File: config.mk
export PLATFORM = sky130hd
export DESIGN_NAME = sdram_seq_ctrl
export DESIGN_NICKNAME = d
export VERILOG_FILES = /design/src/rtl/sdr_pkg.sv /design/src/rtl/sdr_dn_timer.sv /design/src/rtl/sdr_ref_tick.sv /design/src/rtl/sdr_rd_capture.sv /design/src/rtl/sdram_seq_ctrl.sv
export SDC_FILE = /design/constraint.sdc
export NUM_CORES = 1
export LEC_CHECK = 0
export BUFFER_PORTS_ARGS = -buffer_cell sky130_fd_sc_hd__buf_2
export CAP_MARGIN = 20
export CORE_AREA = 2 2 75 113
export CTS_BUF_LIST = sky130_fd_sc_hd__clkbuf_4
export CTS_CLUSTER_DIAMETER = 60
export DETAILED_ROUTE_END_ITERATION = 10
export DIE_AREA = 0 0 77 115
export GPL_TIMING_DRIVEN = 0
export PLACE_DENSITY = 0.81
export SYNTH_ARGS = -nofsm -noshare
export SYNTH_HDL_FRONTEND = slang
export SYNTH_SLANG_ARGS = --single-unit
File: constraint.sdc
create_clock -name clk -period 2.65 [get_ports clk]
set_input_delay 0.265 -clock clk [delete_from_list [all_inputs] [get_ports clk]]
set_output_delay 0.265 -clock clk [all_outputs]
set_load 0.005 [all_outputs]
File: src/rtl/sdr_pkg.sv
package sdr_pkg;

    typedef enum logic [3:0] {
        ST_PWRUP, ST_PALL, ST_PALL_W, ST_IREF, ST_IREF_W, ST_MRS, ST_MRS_W,
        ST_IDLE, ST_REF, ST_REF_W, ST_ACT, ST_RCD, ST_RD, ST_RD_W, ST_WR, ST_WR_W
    } ctl_state_e;

    // {cs_n, ras_n, cas_n, we_n}
    typedef logic [3:0] sd_cmd_t;
    localparam sd_cmd_t CMD_DESL = 4'b1111;
    localparam sd_cmd_t CMD_NOP  = 4'b0111;
    localparam sd_cmd_t CMD_ACT  = 4'b0011;
    localparam sd_cmd_t CMD_RD   = 4'b0101;
    localparam sd_cmd_t CMD_WR   = 4'b0100;
    localparam sd_cmd_t CMD_PRE  = 4'b0010;
    localparam sd_cmd_t CMD_REF  = 4'b0001;
    localparam sd_cmd_t CMD_MRS  = 4'b0000;

endpackage

File: src/rtl/sdr_dn_timer.sv
module sdr_dn_timer #(
    parameter int W       = 8,
    parameter int RST_VAL = 0
) (
    input  logic         clk,
    input  logic         rst,
    input  logic         load,
    input  logic [W-1:0] load_val,
    output logic         zero
);
    logic [W-1:0] cnt;

    always_ff @(posedge clk) begin
        if (rst) begin
            cnt <= W'(RST_VAL);
        end else if (load) begin
            cnt <= load_val;
        end else if (cnt != '0) begin
            cnt <= cnt - 1'b1;
        end
    end

    assign zero = (cnt == '0);
endmodule

File: src/rtl/sdr_ref_tick.sv
module sdr_ref_tick #(
    parameter int INTERVAL = 1560
) (
    input  logic clk,
    input  logic rst,
    input  logic run,
    input  logic ack,
    output logic pend
);
    localparam int CW = $clog2(INTERVAL);

    logic [CW-1:0] cnt;
    logic          tick;

    assign tick = run && (cnt == CW'(INTERVAL - 1));

    always_ff @(posedge clk) begin
        if (rst || !run) begin
            cnt <= '0;
        end else if (tick) begin
            cnt <= '0;
        end else begin
            cnt <= cnt + 1'b1;
        end
    end

    always_ff @(posedge clk) begin
        if (rst) begin
            pend <= 1'b0;
        end else if (tick) begin
            pend <= 1'b1;
        end else if (ack) begin
            pend <= 1'b0;
        end
    end
endmodule

File: src/rtl/sdr_rd_capture.sv
module sdr_rd_capture #(
    parameter int CL   = 3,
    parameter int DQ_W = 16
) (
    input  logic            clk,
    input  logic            rst,
    input  logic            issue,
    input  logic [DQ_W-1:0] dq_in,
    output logic            valid,
    output logic [DQ_W-1:0] data
);
    logic [CL-1:0] stage;

    always_ff @(posedge clk) begin
        if (rst) begin
            stage <= '0;
            valid <= 1'b0;
        end else begin
            stage <= {stage[CL-2:0], issue};
            valid <= stage[CL-1];
        end
    end

    always_ff @(posedge clk) begin
        if (stage[CL-1]) begin
            data <= dq_in;
        end
    end
endmodule

File: src/rtl/sdram_seq_ctrl.sv
module sdram_seq_ctrl
    import sdr_pkg::*;
#(
    parameter int BA_W          = 2,
    parameter int ROW_W         = 12,
    parameter int COL_W         = 9,
    parameter int DQ_W          = 16,
    parameter int CAS_LAT       = 3,
    parameter int T_RCD         = 2,
    parameter int T_RP          = 2,
    parameter int T_RFC         = 7,
    parameter int T_WR          = 2,
    parameter int T_MRD         = 2,
    parameter int INIT_REFS     = 2,
    parameter int INIT_WAIT_CYC = 10000,
    parameter int REF_INTERVAL  = 1560,
    localparam int ADDR_W       = BA_W + ROW_W + COL_W,
    localparam int BE_W         = DQ_W / 8
) (
    input  logic              clk,
    input  logic              rst,
    input  logic              req_valid,
    output logic              req_ready,
    input  logic              req_we,
    input  logic [ADDR_W-1:0] req_addr,
    input  logic [DQ_W-1:0]   req_wdata,
    input  logic [BE_W-1:0]   req_be,
    output logic              rd_valid,
    output logic [DQ_W-1:0]   rd_data,
    output logic              sd_cke,
    output logic              sd_cs_n,
    output logic              sd_ras_n,
    output logic              sd_cas_n,
    output logic              sd_we_n,
    output logic [BA_W-1:0]   sd_ba,
    output logic [ROW_W-1:0]  sd_addr,
    output logic [BE_W-1:0]   sd_dqm,
    output logic [DQ_W-1:0]   sd_dq_out,
    output logic              sd_dq_oe,
    input  logic [DQ_W-1:0]   sd_dq_in
);
    localparam int AP_BIT  = 10;
    localparam int TMR_MAX = INIT_WAIT_CYC + T_RFC + T_WR + T_RP + T_RCD + CAS_LAT + T_MRD;
    localparam int TMR_W   = $clog2(TMR_MAX + 1);
    localparam int IREF_W  = $clog2(INIT_REFS + 1);
    localparam logic [ROW_W-1:0] MODE_WORD = ROW_W'(CAS_LAT << 4);

    ctl_state_e state, state_nx;

    logic              tmr_load;
    logic [TMR_W-1:0]  tmr_val;
    logic              tmr_zero;
    logic              ref_pend;
    logic              ref_ack;
    logic              run_q;
    logic              accept;
    logic [IREF_W-1:0] iref_left;
    sd_cmd_t           cmd;

    logic              q_we;
    logic [BA_W-1:0]   q_ba;
    logic [ROW_W-1:0]  q_row;
    logic [COL_W-1:0]  q_col;
    logic [DQ_W-1:0]   q_wd;
    logic [BE_W-1:0]   q_be;

    sdr_dn_timer #(.W(TMR_W), .RST_VAL(INIT_WAIT_CYC - 1)) u_tmr (
        .clk(clk), .rst(rst), .load(tmr_load), .load_val(tmr_val), .zero(tmr_zero)
    );

    sdr_ref_tick #(.INTERVAL(REF_INTERVAL)) u_ref (
        .clk(clk), .rst(rst), .run(run_q), .ack(ref_ack), .pend(ref_pend)
    );

    sdr_rd_capture #(.CL(CAS_LAT), .DQ_W(DQ_W)) u_cap (
        .clk(clk), .rst(rst), .issue(state == ST_RD), .dq_in(sd_dq_in),
        .valid(rd_valid), .data(rd_data)
    );

    // state register
    always_ff @(posedge clk) begin
        if (rst) begin
            state <= ST_PWRUP;
        end else begin
            state <= state_nx;
        end
    end

    // next state and timer loads
    always_comb begin
        state_nx = state;
        tmr_load = 1'b0;
        tmr_val  = '0;
        accept   = 1'b0;
        unique case (state)
            ST_PWRUP:  if (tmr_zero) state_nx = ST_PALL;
            ST_PALL: begin
                state_nx = ST_PALL_W;
                tmr_load = 1'b1;
                tmr_val  = TMR_W'(T_RP - 2);
            end
            ST_PALL_W: if (tmr_zero) state_nx = ST_IREF;
            ST_IREF: begin
                state_nx = ST_IREF_W;
                tmr_load = 1'b1;
                tmr_val  = TMR_W'(T_RFC - 2);
            end
            ST_IREF_W: if (tmr_zero) state_nx = (iref_left == '0) ? ST_MRS : ST_IREF;
            ST_MRS: begin
                state_nx = ST_MRS_W;
                tmr_load = 1'b1;
                tmr_val  = TMR_W'(T_MRD - 2);
            end
            ST_MRS_W:  if (tmr_zero) state_nx = ST_IDLE;
            ST_IDLE: begin
                if (ref_pend) begin
                    state_nx = ST_REF;
                end else if (req_valid) begin
                    state_nx = ST_ACT;
                    accept   = 1'b1;
                end
            end
            ST_REF: begin
                state_nx = ST_REF_W;
                tmr_load = 1'b1;
                tmr_val  = TMR_W'(T_RFC - 2);
            end
            ST_REF_W:  if (tmr_zero) state_nx = ST_IDLE;
            ST_ACT: begin
                state_nx = ST_RCD;
                tmr_load = 1'b1;
                tmr_val  = TMR_W'(T_RCD - 2);
            end
            ST_RCD:    if (tmr_zero) state_nx = q_we ? ST_WR : ST_RD;
            ST_RD: begin
                state_nx = ST_RD_W;
                tmr_load = 1'b1;
                tmr_val  = TMR_W'(CAS_LAT + T_RP - 2);
            end
            ST_RD_W:   if (tmr_zero) state_nx = ST_IDLE;
            ST_WR: begin
                state_nx = ST_WR_W;
                tmr_load = 1'b1;
                tmr_val  = TMR_W'(T_WR + T_RP - 2);
            end
            ST_WR_W:   if (tmr_zero) state_nx = ST_IDLE;
        endcase
    end

    // request latch, init refresh count, run flag
    always_ff @(posedge clk) begin
        if (rst) begin
            q_we      <= 1'b0;
            q_ba      <= '0;
            q_row     <= '0;
            q_col     <= '0;
            q_wd      <= '0;
            q_be      <= '0;
            iref_left <= IREF_W'(INIT_REFS);
            run_q     <= 1'b0;
        end else begin
            if (accept) begin
                q_we  <= req_we;
                q_ba  <= req_addr[ADDR_W-1 -: BA_W];
                q_row <= req_addr[COL_W +: ROW_W];
                q_col <= req_addr[COL_W-1:0];
                q_wd  <= req_wdata;
                q_be  <= req_be;
            end
            if (state == ST_IREF) begin
                iref_left <= iref_left - 1'b1;
            end
            if (state == ST_MRS_W && tmr_zero) begin
                run_q <= 1'b1;
            end
        end
    end

    assign ref_ack   = (state == ST_REF);
    assign req_ready = (state == ST_IDLE) && !ref_pend;

    // outputs
    always_comb begin
        cmd       = CMD_NOP;
        sd_ba     = '0;
        sd_addr   = '0;
        sd_dqm    = '1;
        sd_dq_out = '0;
        sd_dq_oe  = 1'b0;
        unique case (state)
            ST_PWRUP: cmd = CMD_DESL;
            ST_PALL: begin
                cmd             = CMD_PRE;
                sd_addr[AP_BIT] = 1'b1;
            end
            ST_IREF, ST_REF: cmd = CMD_REF;
            ST_MRS: begin
                cmd     = CMD_MRS;
                sd_addr = MODE_WORD;
            end
            ST_ACT: begin
                cmd     = CMD_ACT;
                sd_ba   = q_ba;
                sd_addr = q_row;
            end
            ST_RD: begin
                cmd                  = CMD_RD;
                sd_ba                = q_ba;
                sd_addr[COL_W-1:0]   = q_col;
                sd_addr[AP_BIT]      = 1'b1;
                sd_dqm               = '0;
            end
            ST_RD_W: sd_dqm = '0;
            ST_WR: begin
                cmd                  = CMD_WR;
                sd_ba                = q_ba;
                sd_addr[COL_W-1:0]   = q_col;
                sd_addr[AP_BIT]      = 1'b1;
                sd_dqm               = ~q_be;
                sd_dq_out            = q_wd;
                sd_dq_oe             = 1'b1;
            end
            ST_PALL_W, ST_IREF_W, ST_MRS_W, ST_IDLE, ST_REF_W,
            ST_RCD, ST_WR_W: cmd = CMD_NOP;
        endcase
    end

    assign sd_cke   = 1'b1;
    assign sd_cs_n  = cmd[3];
    assign sd_ras_n = cmd[2];
    assign sd_cas_n = cmd[1];
    assign sd_we_n  = cmd[0];
endmodule

==> results of run 1 <==
kinds of logic (layout without fill, tap and decap cells):
| group | count (synthesis) | after routing | synth area share [%] |
|---|---|---|---|
| other | 1 | 2 | 0.09060 |
| xor gates and xnor gates | 13 | 13 | 2.751 |
| DFF | 95 | 95 | 49.82 |
| muxes | 2 | 2 | 0.4837 |
| adders and majority gates | 3 | 3 | 0.9070 |
| buffers and inverters | 42 | 189 | 4.020 |
| AOI/OAI and AO/OA | 104 | 104 | 15.54 |
| and+or+nand+nor | 220 | 220 | 26.39 |
per-layer routing:
layer / share of wire [%] / up-vias / GRT usage [%]
met5: 0 / - / 0
met4: 3.0 / 0 / 14.40
met3: 5.1 / 26 / 3.061
met2: 52 / 157 / 46.08
met1: 40 / 1834 / 26.38
li1: - / 1947 / -
critical path, cell delays in order (launching register included):
cell and delay (ps):
dfxtp_1 470, clkbuf_1 390, buf_1 430, a22oi_1 170, nor2_1 110, buf_2 120
final timing paths:
kind | start | end | slack (ps) | cells after the start
setup / recovery | state[2] | sd_addr[7] | 240 | 5
hold / removal | req_addr[9] | q_row[0] | 20 | 3
setup reg to reg | u_tmr.cnt[8] | u_tmr.cnt[2] | 350 | 6
hold reg to reg | u_cap.stage[0] | u_cap.stage[1] | 450 | 1
layout make-up:
class,instances,area (um^2)
multi-input combinational,343,1918
clock inverter,7,63.81
clock buffer,9,67.56
sequential,95,2062
timing repair buffer,131,735.7
antenna,1,2.502
buffer,34,137.6
tap,105,131.4
fill,703,2759
inverter,8,30.03
per-stage QoR:
stage	total power, mW	area (um^2)	cells	util, %	hold slack, ps
after floorplan	1.535	4139	480	-	363.9
after global placement	1.588	4846	700	61.28	415.9
after detailed placement	1.590	4846	700	61.28	423.1
after CTS	2.349	5140	732	65.00	3.603
after global routing	2.410	5149	733	65.11	20.12
final	2.333	5149	733	65.11	24.72
synth_stat cells (7+ instances only):
cell / n / share of area (%)
nor2b_1: 8 / 1.2
nand3_1: 8 / 0.97
a22oi_1: 9 / 1.6
clkbuf_1: 30 / 2.7
nor3_1: 7 / 0.85
inv_1: 8 / 0.73
dfxtp_1: 79 / 38
nor2_1: 33 / 3.0
edfxtp_1: 16 / 12
xor2_1: 7 / 1.5
nand2b_1: 8 / 1.2
nand2_1: 99 / 9.0
a21oi_1: 55 / 6.7
and2_1: 17 / 2.6
repair_timing:
item	4_1_cts	5_1_grt
endpoints found under the setup margin	8	10
gates cloned	0	0
hold buffers	16	0
gates resized for setup	1	3
hold endpoints to repair	16	0
placed cells by master (no fill, tap or decap), drive strengths merged, types with 3 or more instances in the layout:
cell type / instances
ha: 3
edfxtp: 16
a21oi: 55
nor3: 7
nand3: 8
clkinv: 3
or2: 4
nor4: 3
nand4b: 3
nor2b: 8
dlygate4sd3: 16
o31ai: 4
nand2: 99
or4: 5
nand4: 4
or3: 7
and3: 6
a31oi: 4
xnor2: 6
nor2: 33
dfxtp: 79
a22oi: 9
clkbuf: 39
o21ai: 6
nand2b: 8
and2: 17
buf: 119
xor2: 7
inv: 10
o22ai: 4
flip-flops by register name (all words and copies together), names as in the netlist:
name	cells
q_ba	2
q_be	2
u_cap.stage	3
iref_left	2
state	4
u_cap.data	16
q_row	12
run_q	1
u_cap.valid	1
q_we	1
q_wd	16
u_tmr.cnt	14
q_col	9
u_ref.pend	1
u_ref.cnt	11
report_power, final:
group | leakage, nW | switching (mW) | internal, mW | total, mW
clock network | 0.0761 | 0.474 | 0.281 | 0.755
registers | 0.781 | 0.00322 | 1.47 | 1.47
logic | 1.11 | 0.0447 | 0.0604 | 0.105
total | 1.97 | 0.522 | 1.81 | 2.33
==> implementation parameters, run 1 <==
Parameter                              Value

Place
  Worst slack, placed ... around 400 ps
  Gpl congestion ... 0.9947
  Detailed Place HPWL ... 7518 um
  Number of port buffers ... 115

Floorplan
  Initial core utilization ... 52.34%
  Die extent in x ... 77 um
  Chip height ... 115 um
  Boundary Pins ... 117
  Rows ... 40
  Core area ... around 8000 um^2
  Total die area ... 8855 um^2

Worst setup path
  Arrival time at the worst endpoint ... around 2100 ps
  Required time of the critical path ... about 2400 ps
  Kind of end point of the critical path ... output pin
  Critical Setup Path Class ... reg -> out
  Critical Path Start Type ... flip-flop
  Largest driver fanout on the critical path ... 10

STA
  TNS Setup ... 0 ps
  Smallest setup slack after layout ... 241.4 ps
  Final number of setup-violating endpoints ... 0
  Actual transition at the worst max-transition pin ... between 600 and 700 ps
  Worst setup skew after layout ... 13.92 ps
  Fin crit period ... 2409 ps
  Crit share post-route ... 90.89%
  Setup repair after global routing missed its margin ... false
  Maximum clock rate ... roughly 420 MHz
  Count of final max-slew check failures ... 0
  Max-slew headroom at the worst pin ... 58.06%
  Number of hold violations in the final report ... 0

GRT
  Global-route usage over all layers ... about a quarter
  Remaining global-route overflow ... 0
  Antenna violations before repair ... 1
  Global-route wire length before repair ... 17300 um
  Pin count of the biggest net entering global routing ... 18
  Number of global-route vias before repair ... roughly 3.8k

Drt
  Count of TritonRoute iterations in the first routing pass ... 4
  Detail-routed via count per cell ... 5.408
  Total via count after detailed routing ... between 3k and 4k
  Remaining antenna violation count ... 0
  Count of unresolved DRC violations after routing ... 0
  Initial DRC count ... 230
  Detailed Route WL ... 10560 um
  Post-detailed-route wirelength per cell ... 14.40 um

Hold path
  Class of the worst hold path ... in -> reg

Yosys
  Number of warning messages in the yosys log ... 0
  Mean Syn Cell Area ... 8.623 um^2
  Number of instances in the synthesized netlist ... 480
  Cell Area, Synth ... 4139 um^2
  Synthesized Nets ... 544
  Sequential cell area fraction in the yosys report ... 49.82%
  Fraction of registers with async set or reset after synthesis ... 0%
  EDFF count, synth ... 16
  Number of distinct standard cells referenced by the synthesized netlist ... 60
  Dominant register cell in the synthesized netlist ... dfxtp_1
  Number of register bits inferred by synthesis ... 95

Power
  Pwr/cell area ... between 400 and 500 nW/um^2
  Worst-case vdd ir drop ... 0.0003785 V
  P_leak ... 1.969 nW

Finish
  Share of cells above drive strength 1 ... 24.08%
  Number of nets in the final layout ... about 700
  Relative area change from synthesis to final layout ... 24.40%

CTS
  CTS sink cnt ... 95
  H-Tree Level Count ... 3
  Clock buffer count from CTS ... 9
  CTS tree ... yes
  Setup Buffers After CTS ... 0
  Source-to-sink clock delay at the later pin of the worst-skew pair ... 450 ps
  Root buf cell ... clkbuf_4
  Largest buffer count on any clock path ... 2
  Reg clk slew, reported paths ... 140 ps

Flow run
  Max-capacitance violation count ... 0

Run status
  Run status ... completed
No activity file was read; power rests on OpenSTA's default activity.
==> inputs of run 2 (changes only) <==
- CORE_AREA: 2 2 75 113 -> 2 2 99 149
- DIE_AREA: 0 0 77 115 -> 0 0 101 151
- PLACE_DENSITY: 0.81 -> 0.51
==> run 2 against run 1 <==
Against the previous run:
- sequential share of layout area is 1.6 points lower
- die area up 72%
- total power increased by 8.7%
- cell count up 9.5%
- flip-flop and latch count unchanged
- global-route usage is 10 points lower
- via count decreased by 2.3%
- first-iteration DRC count down 27%
- maximum frequency down 0.35%
- routed wire length rose by 7.6%
- clock skew is 3.7 ps higher
- critical path depth rose by 1
- largest cell class unchanged
- highest routed layer unchanged
==> implementation parameters, run 2 (same netlist as run 1, synthesis figures left out) <==
Parameter                              Value

Worst setup path
  Kind of end point of the critical path ... output pin (unchanged)
  Critical Path Start Type ... flip-flop (unchanged)
  Largest driver fanout on the critical path ... 10 (unchanged)
  Arrival time at the worst endpoint ... 2150 ps (was 2140 ps)
  Critical Setup Path Class ... reg -> out (unchanged)
  Required time of the critical path ... 2380 ps (about the same)

Finish
  Relative area change from synthesis to final layout ... 29.63% (was 24.40%)
  Largest registers ... q_wd x16, u_cap.data x16, u_tmr.cnt x14 (unchanged)
  Number of nets in the final layout ... 695 (was 686)
  Most frequent cells in the layout ... buf_2, nand2_1, dfxtp_1 (unchanged)
  Share of cells above drive strength 1 ... 23.74% (was 24.08%)
  Commonest non-fill, non-tap cell in the layout ... buf_2 (unchanged)
  Fillers ... 1510 (was 703)

GRT
  Global-route usage over all layers ... 14.50% (was 24.57%)
  Global-route wire length before repair ... 17390 um (was 17300 um)
  Top Usage Layer GRT ... met2 (unchanged)
  Met1 Resource Use GR ... 16.66% (was 26.38%)
  Met3 global-route usage ... 2.030% (was 3.061%)
  Pin count of the biggest net entering global routing ... 19 (was 18)
  Antenna violations before repair ... 1 (unchanged)
  Remaining global-route overflow ... 0 (unchanged)
  Number of global-route vias before repair ... 3755 (was 3827)
  Met2 Usage GRT ... 26.23% (was 46.08%)

Floorplan
  Boundary Pins ... 117 (unchanged)
  Rows ... 53 (was 40)
  Die extent in x ... 101 um (was 77 um)
  Initial core utilization ... 29.72% (was 52.34%)
  Total die area ... 15250 um^2 (was 8855 um^2)
  Chip height ... 151 um (was 115 um)
  Core area ... 13930 um^2 (was 7908 um^2)

STA
  TNS Setup ... 0 ps (unchanged)
  Crit share post-route ... 91.21% (was 90.89%)
  Fin crit period ... 2417 ps (was 2409 ps)
  Number of hold violations in the final report ... 0 (unchanged)
  Final number of setup-violating endpoints ... 0 (unchanged)
  Actual transition at the worst max-transition pin ... 659.3 ps (was 628.2 ps)
  Worst setup skew after layout ... 17.64 ps (was 13.92 ps)
  Setup repair after global routing missed its margin ... false (unchanged)
  Count of final max-slew check failures ... 0 (unchanged)
  Max-slew headroom at the worst pin ... 55.99% (was 58.06%)
  Maximum clock rate ... 413.7 MHz (was 415.2 MHz)

Drt
  Count of unresolved DRC violations after routing ... 0 (unchanged)
  Detailed Route WL ... 11360 um (was 10560 um)
  Total via count after detailed routing ... 3874 (was 3964)
  Count of TritonRoute iterations in the first routing pass ... 5 (was 4)
  Initial DRC count ... 168 (was 230)
  Detail-routed via count per cell ... 4.824 (was 5.408)
  Post-detailed-route wirelength per cell ... 14.14 um (was 14.40 um)
  Remaining antenna violation count ... 0 (unchanged)

Power
  Pwr/cell area ... 472.9 nW/um^2 (was 453.1 nW/um^2)
  Design Power ... 2.537 mW (was 2.333 mW)
  P_leak ... 2.022 nW (was 1.969 nW)
  Worst-case vdd ir drop ... 0.0002843 V (was 0.0003785 V)

CTS
  CTS tree ... yes (unchanged)
  Setup Buffers After CTS ... 0 (unchanged)
  Reg clk slew, reported paths ... 150 ps (was 140 ps)
  Largest buffer count on any clock path ... 2 (unchanged)
  H-Tree Level Count ... 3 (unchanged)
  Source-to-sink clock delay at the later pin of the worst-skew pair ... 450 ps (about the same)
  CTS sink cnt ... 95 (unchanged)
  Clock buffer count from CTS ... 9 (unchanged)
  Root buf cell ... clkbuf_4 (unchanged)

Place
  Number of port buffers ... 115 (unchanged)
  Detailed Place HPWL ... 8331 um (was 7518 um)
  Gpl congestion ... 0.8536 (was 0.9947)

Run status
  Run status ... completed (unchanged)

Flow run
  Max-capacitance violation count ... 0 (unchanged)

Hold path
  Class of the worst hold path ... in -> reg (unchanged)
==> run 2: power breakdown <==
part / leakage [nW] / switching (mW) / internal (mW) / total, mW
Sequential: 0.781 / 0.00320 / 1.47 / 1.47
Combinational: 1.15 / 0.0483 / 0.0691 / 0.117
Clock: 0.0918 / 0.542 / 0.404 / 0.946
Total: 2.02 / 0.594 / 1.94 / 2.54
==> run 2: layout make-up <==
| cell class | count | area, um^2 | area share, % |
|---|---|---|---|
| flip-flops and latches | 95 | 2062 | 38.43 |
| multi-input cells | 343 | 1918 | 35.75 |
| repair buffers | 140 | 825.8 | 15.39 |
| well taps | 165 | 206.4 | 3.848 |
| plain buffers | 34 | 137.6 | 2.565 |
| clock inverters | 7 | 112.6 | 2.099 |
| clock buffers | 9 | 67.56 | 1.259 |
| inverters | 8 | 30.03 | 0.5597 |
| diodes | 2 | 5.005 | 0.09328 |
==> run 2: what timing repair did <==
| action | in CTS | in global routing |
|---|---|---|
| hold buffers | 25 | 0 |
| endpoints found under the setup margin | 2 | 9 |
| gates resized for setup | 1 | 2 |
| endpoints found under the hold margin | 25 | 0 |
==> run 2: through the flow <==
step	area, um^2	hold slack (ps)	util [%]	cells	setup WS (ps)
3_3_place_gp	4921	417.3	35.34	760	386.4
3_5_place_dp	4921	423.3	35.34	760	368.7
5_1_grt	5363	6.027	38.51	802	9.075
6_report	5365	34.84	38.53	803	233.0
4_1_cts	5354	0.2801	38.45	801	119.0
2_1_floorplan	4139	363.9	-	480	647.1
==> run 2: critical path, cell delays in order, from the launching register on <==
cell and delay [ps]:
dfxtp_1 330, clkbuf_1 290, nand2b_1 260, nor2_4 260
clkbuf_1 280, and2_1 180, buf_2 110
==> run 2: final timing paths <==
check	from	to	slack, ps	cells after the start
worst max-delay path	state[3]	sd_dq_out[8]	230	6
worst min-delay path	req_addr[11]	q_row[2]	30	3
worst max register to register	u_tmr.cnt[8]	u_tmr.cnt[2]	360	6
worst min register to register	u_cap.stage[1]	u_cap.stage[2]	460	1
==> run 2: metal layers <==
| metal | wire, um | part of all wire [%] |
|---|---|---|
| met1 | 4945 | 44 |
| met2 | 5773 | 51 |
| met3 | 395 | 3.5 |
| met4 | 243 | 2.1 |
| met5 | 0 | 0 |
==> inputs of run 3 (changes only) <==
- CTS_BUF_LIST: sky130_fd_sc_hd__clkbuf_4 -> unset
- clock period: 2.65 -> 2.88 ns (I/O delays scaled with it)
==> run 3 against run 2 <==
Against the previous run:
- core utilization shrank 0.75 points
- largest cell class unchanged
- via count down 2.5%
- sequential power shrank 8%
- highest routed layer unchanged
- critical path type unchanged
==> implementation parameters, run 3 (same netlist as run 1, synthesis figures left out) <==
Parameter                              Value

Power
  P_leak ... 1.984 nW (was 2.022 nW)
  Internal power ... 2.173 mW (was 1.943 mW)
  Share of total power in combinational logic ... 2.9% (was 4.6%)
  Switching share of power ... 21.57% (was 23.41%)
  Part of the power in the clock network ... 48.2% (was 37.3%)
  Worst-case vdd ir drop ... 0.0002565 V (was 0.0002843 V)
  Part of the total power dissipated in sequential elements ... 48.9% (was 58.1%)
  Net load switching power ... 0.5977 mW (was 0.5938 mW)
  Design Power ... 2.771 mW (was 2.537 mW)
  Pwr/cell area ... 526.6 nW/um^2 (was 472.9 nW/um^2)

Worst setup path
  Kind of end point of the critical path ... output pin (unchanged)
  Arrival time at the worst endpoint ... 2200 ps (was 2150 ps)
  Family of cells with the greatest summed delay on the critical path ... simple AND/OR/NAND/NOR gates (unchanged)
  Crit-path cells ... clkbuf_1, nand2b_1, nor2_1, clkbuf_1, and2_1, buf_2 (was clkbuf_1, nand2b_1, nor2_4, clkbuf_1, and2_1, buf_2)
  Largest driver fanout on the critical path ... 10 (unchanged)
  Critical Path Start Type ... flip-flop (unchanged)
  Count of buffer and inverter cells on the critical path ... 3 (unchanged)
  Maximum cell stage delay along the critical path ... 460 ps (was 330 ps)
  Worst-path cell with the longest stage delay ... nor2_1 (was dfxtp_1)
  Required time of the critical path ... 2590 ps (was 2380 ps)
  Critical Setup Path Class ... reg -> out (unchanged)
  Worst path most repeated cell ... clkbuf_1 (unchanged)

Finish
  Largest registers ... q_wd x16, u_cap.data x16, u_tmr.cnt x14 (unchanged)
  Relative area change from synthesis to final layout ... 27.12% (was 29.63%)
  Fillers ... 1513 (was 1510)
  Most frequent cells in the layout ... buf_2, nand2_1, dfxtp_1 (unchanged)
  Number of nets in the final layout ... 670 (was 695)
  Commonest non-fill, non-tap cell in the layout ... buf_2 (unchanged)
  Share of the core filled with cells ... 37.78% (was 38.53%)
  Final Non-Filler Cells ... 777 (was 803)
  Share of cells above drive strength 1 ... 24.39% (was 23.74%)
  Final Instance Area ... 5261 um^2 (was 5365 um^2)

Drt
  Count of unresolved DRC violations after routing ... 0 (unchanged)
  Initial DRC count ... 121 (was 168)
  Detail-routed via count per cell ... 4.861 (was 4.824)
  Count of TritonRoute iterations in the first routing pass ... 4 (was 5)
  Total via count after detailed routing ... 3777 (was 3874)
  Detailed Route WL ... 11140 um (was 11360 um)
  Post-detailed-route wirelength per cell ... 14.34 um (was 14.14 um)
  Remaining antenna violation count ... 0 (unchanged)

Floorplan
  Boundary Pins ... 117 (unchanged)
  Initial core utilization ... 29.72% (unchanged)
  Chip height ... 151 um (unchanged)
  Core area ... 13930 um^2 (unchanged)
  Die extent in x ... 101 um (unchanged)
  Total die area ... 15250 um^2 (unchanged)
  Rows ... 53 (unchanged)

STA
  Maximum clock rate ... 401.6 MHz
  TNS Setup ... 0 ps (unchanged)
  Crit share post-route ... roughly 86%
  Fin crit period ... 2490 ps
  Setup repair after global routing missed its margin ... false (unchanged)
  Worst setup skew after layout ... 6.796 ps (was 17.64 ps)
  Final number of setup-violating endpoints ... 0 (unchanged)
  Smallest setup slack after layout ... 389.8 ps (was 233.0 ps)
  Number of hold violations in the final report ... 0 (unchanged)
  Final worst hold slack ... 108.1 ps (was 34.84 ps)
  Count of final max-slew check failures ... 0 (unchanged)
  Actual transition at the worst max-transition pin ... 658.3 ps (was 659.3 ps)
  Max-slew headroom at the worst pin ... 56.05% (was 55.99%)

CTS
  Number of gates resized after CTS ... 0 (was 1)
  CTS tree ... yes (unchanged)
  Clock buffer count from CTS ... 9 (unchanged)
  Number of hold-repair buffers added at the cts stage ... 0 (was 25)
  Largest buffer count on any clock path ... 2 (unchanged)
  Setup Buffers After CTS ... 0 (unchanged)
  H-Tree Level Count ... 3 (unchanged)
  Reg clk slew, reported paths ... 70 ps (was 150 ps)
  Root buf cell ... clkbuf_16 (was clkbuf_4)
  CTS sink cnt ... 95 (unchanged)
  Source-to-sink clock delay at the later pin of the worst-skew pair ... 350 ps (was 450 ps)

Place
  Detailed Place HPWL ... 8331 um (unchanged)
  Worst slack, placed ... 598.7 ps (was 368.7 ps)
  Gpl congestion ... 0.8536 (unchanged)
  Placed cell count ... 760 (unchanged)
  Number of port buffers ... 115 (unchanged)
  Cell area after placement ... 4921 um^2 (unchanged)

Run status
  Run status ... completed (unchanged)

GRT
  Global-route wire length before repair ... 17150 um (was 17390 um)
  Number of global-route vias before repair ... 3638 (was 3755)
  Global-route usage over all layers ... 14.39% (was 14.50%)
  Pin count of the biggest net entering global routing ... 19 (unchanged)
  Antenna violations before repair ... 0 (was 1)
  Remaining global-route overflow ... 0 (unchanged)

Hold path
  Class of the worst hold path ... in -> reg (unchanged)

Flow run
  Max-capacitance violation count ... 0 (unchanged)
run 3: cell types whose count changed in the layout (fill, tap and decap cells not counted), sizes merged:
| cell | delta |
|---|---|
| buf | +1 |
| clkbuf | -1 |
| diode | -1 |
| dlygate4sd3 | -25 |
run 3: worst reg2reg max path: cells and delay by family (launching register included):
kind,cells,cell delay (ps)
and+or+nand+nor,3,1160
buffers and inverters,2,480
DFF,1,360
AOI/OAI and AO/OA,1,190
run 3: final cells by class:
type | instances | area [um^2] | share of cell area (%)
Buffer | 34 | 136.4 | 2.592
Timing Repair Buffer | 115 | 575.6 | 10.94
Antenna cell | 1 | 2.502 | 0.04756
Multi-Input combinational cell | 343 | 1911 | 36.31
Tap cell | 165 | 206.4 | 3.924
Inverter | 8 | 30.03 | 0.5707
Clock inverter | 7 | 112.6 | 2.140
Clock buffer | 9 | 225.2 | 4.281
Sequential cell | 95 | 2062 | 39.19
run 3: path summary, 6_finish.rpt:
path | start | end | slack [ps] | cells past startpoint
max reg2reg | u_tmr.cnt[8] | u_tmr.cnt[2] | 600 | 6
min reg2reg | u_cap.stage[1] | u_cap.stage[2] | 440 | 1
min | sd_dq_in[8] | u_cap.data[8] | 110 | 1
max | state[3] | sd_dq_out[8] | 390 | 6
run 3: metal layers:
layer / wire [um] / vias up / GRT usage [%]
li1: - / 1907 / -
met1: 4794 / 1749 / 16.57
met2: 5658 / 102 / 25.43
met3: 423 / 19 / 2.815
met4: 263 / 0 / 6.622
met5: 0 / - / 0
run 3: power groups by stage:
stage	Clock [mW]	Sequential [mW]	Combinational, mW
after CTS	1.37	1.35	0.0823
after global routing	1.43	1.35	0.0900
after detailed placement	0	1.38	0.0817
after floorplan	0	1.38	0.0286
after global placement	0	1.38	0.0810
final	1.34	1.35	0.0809
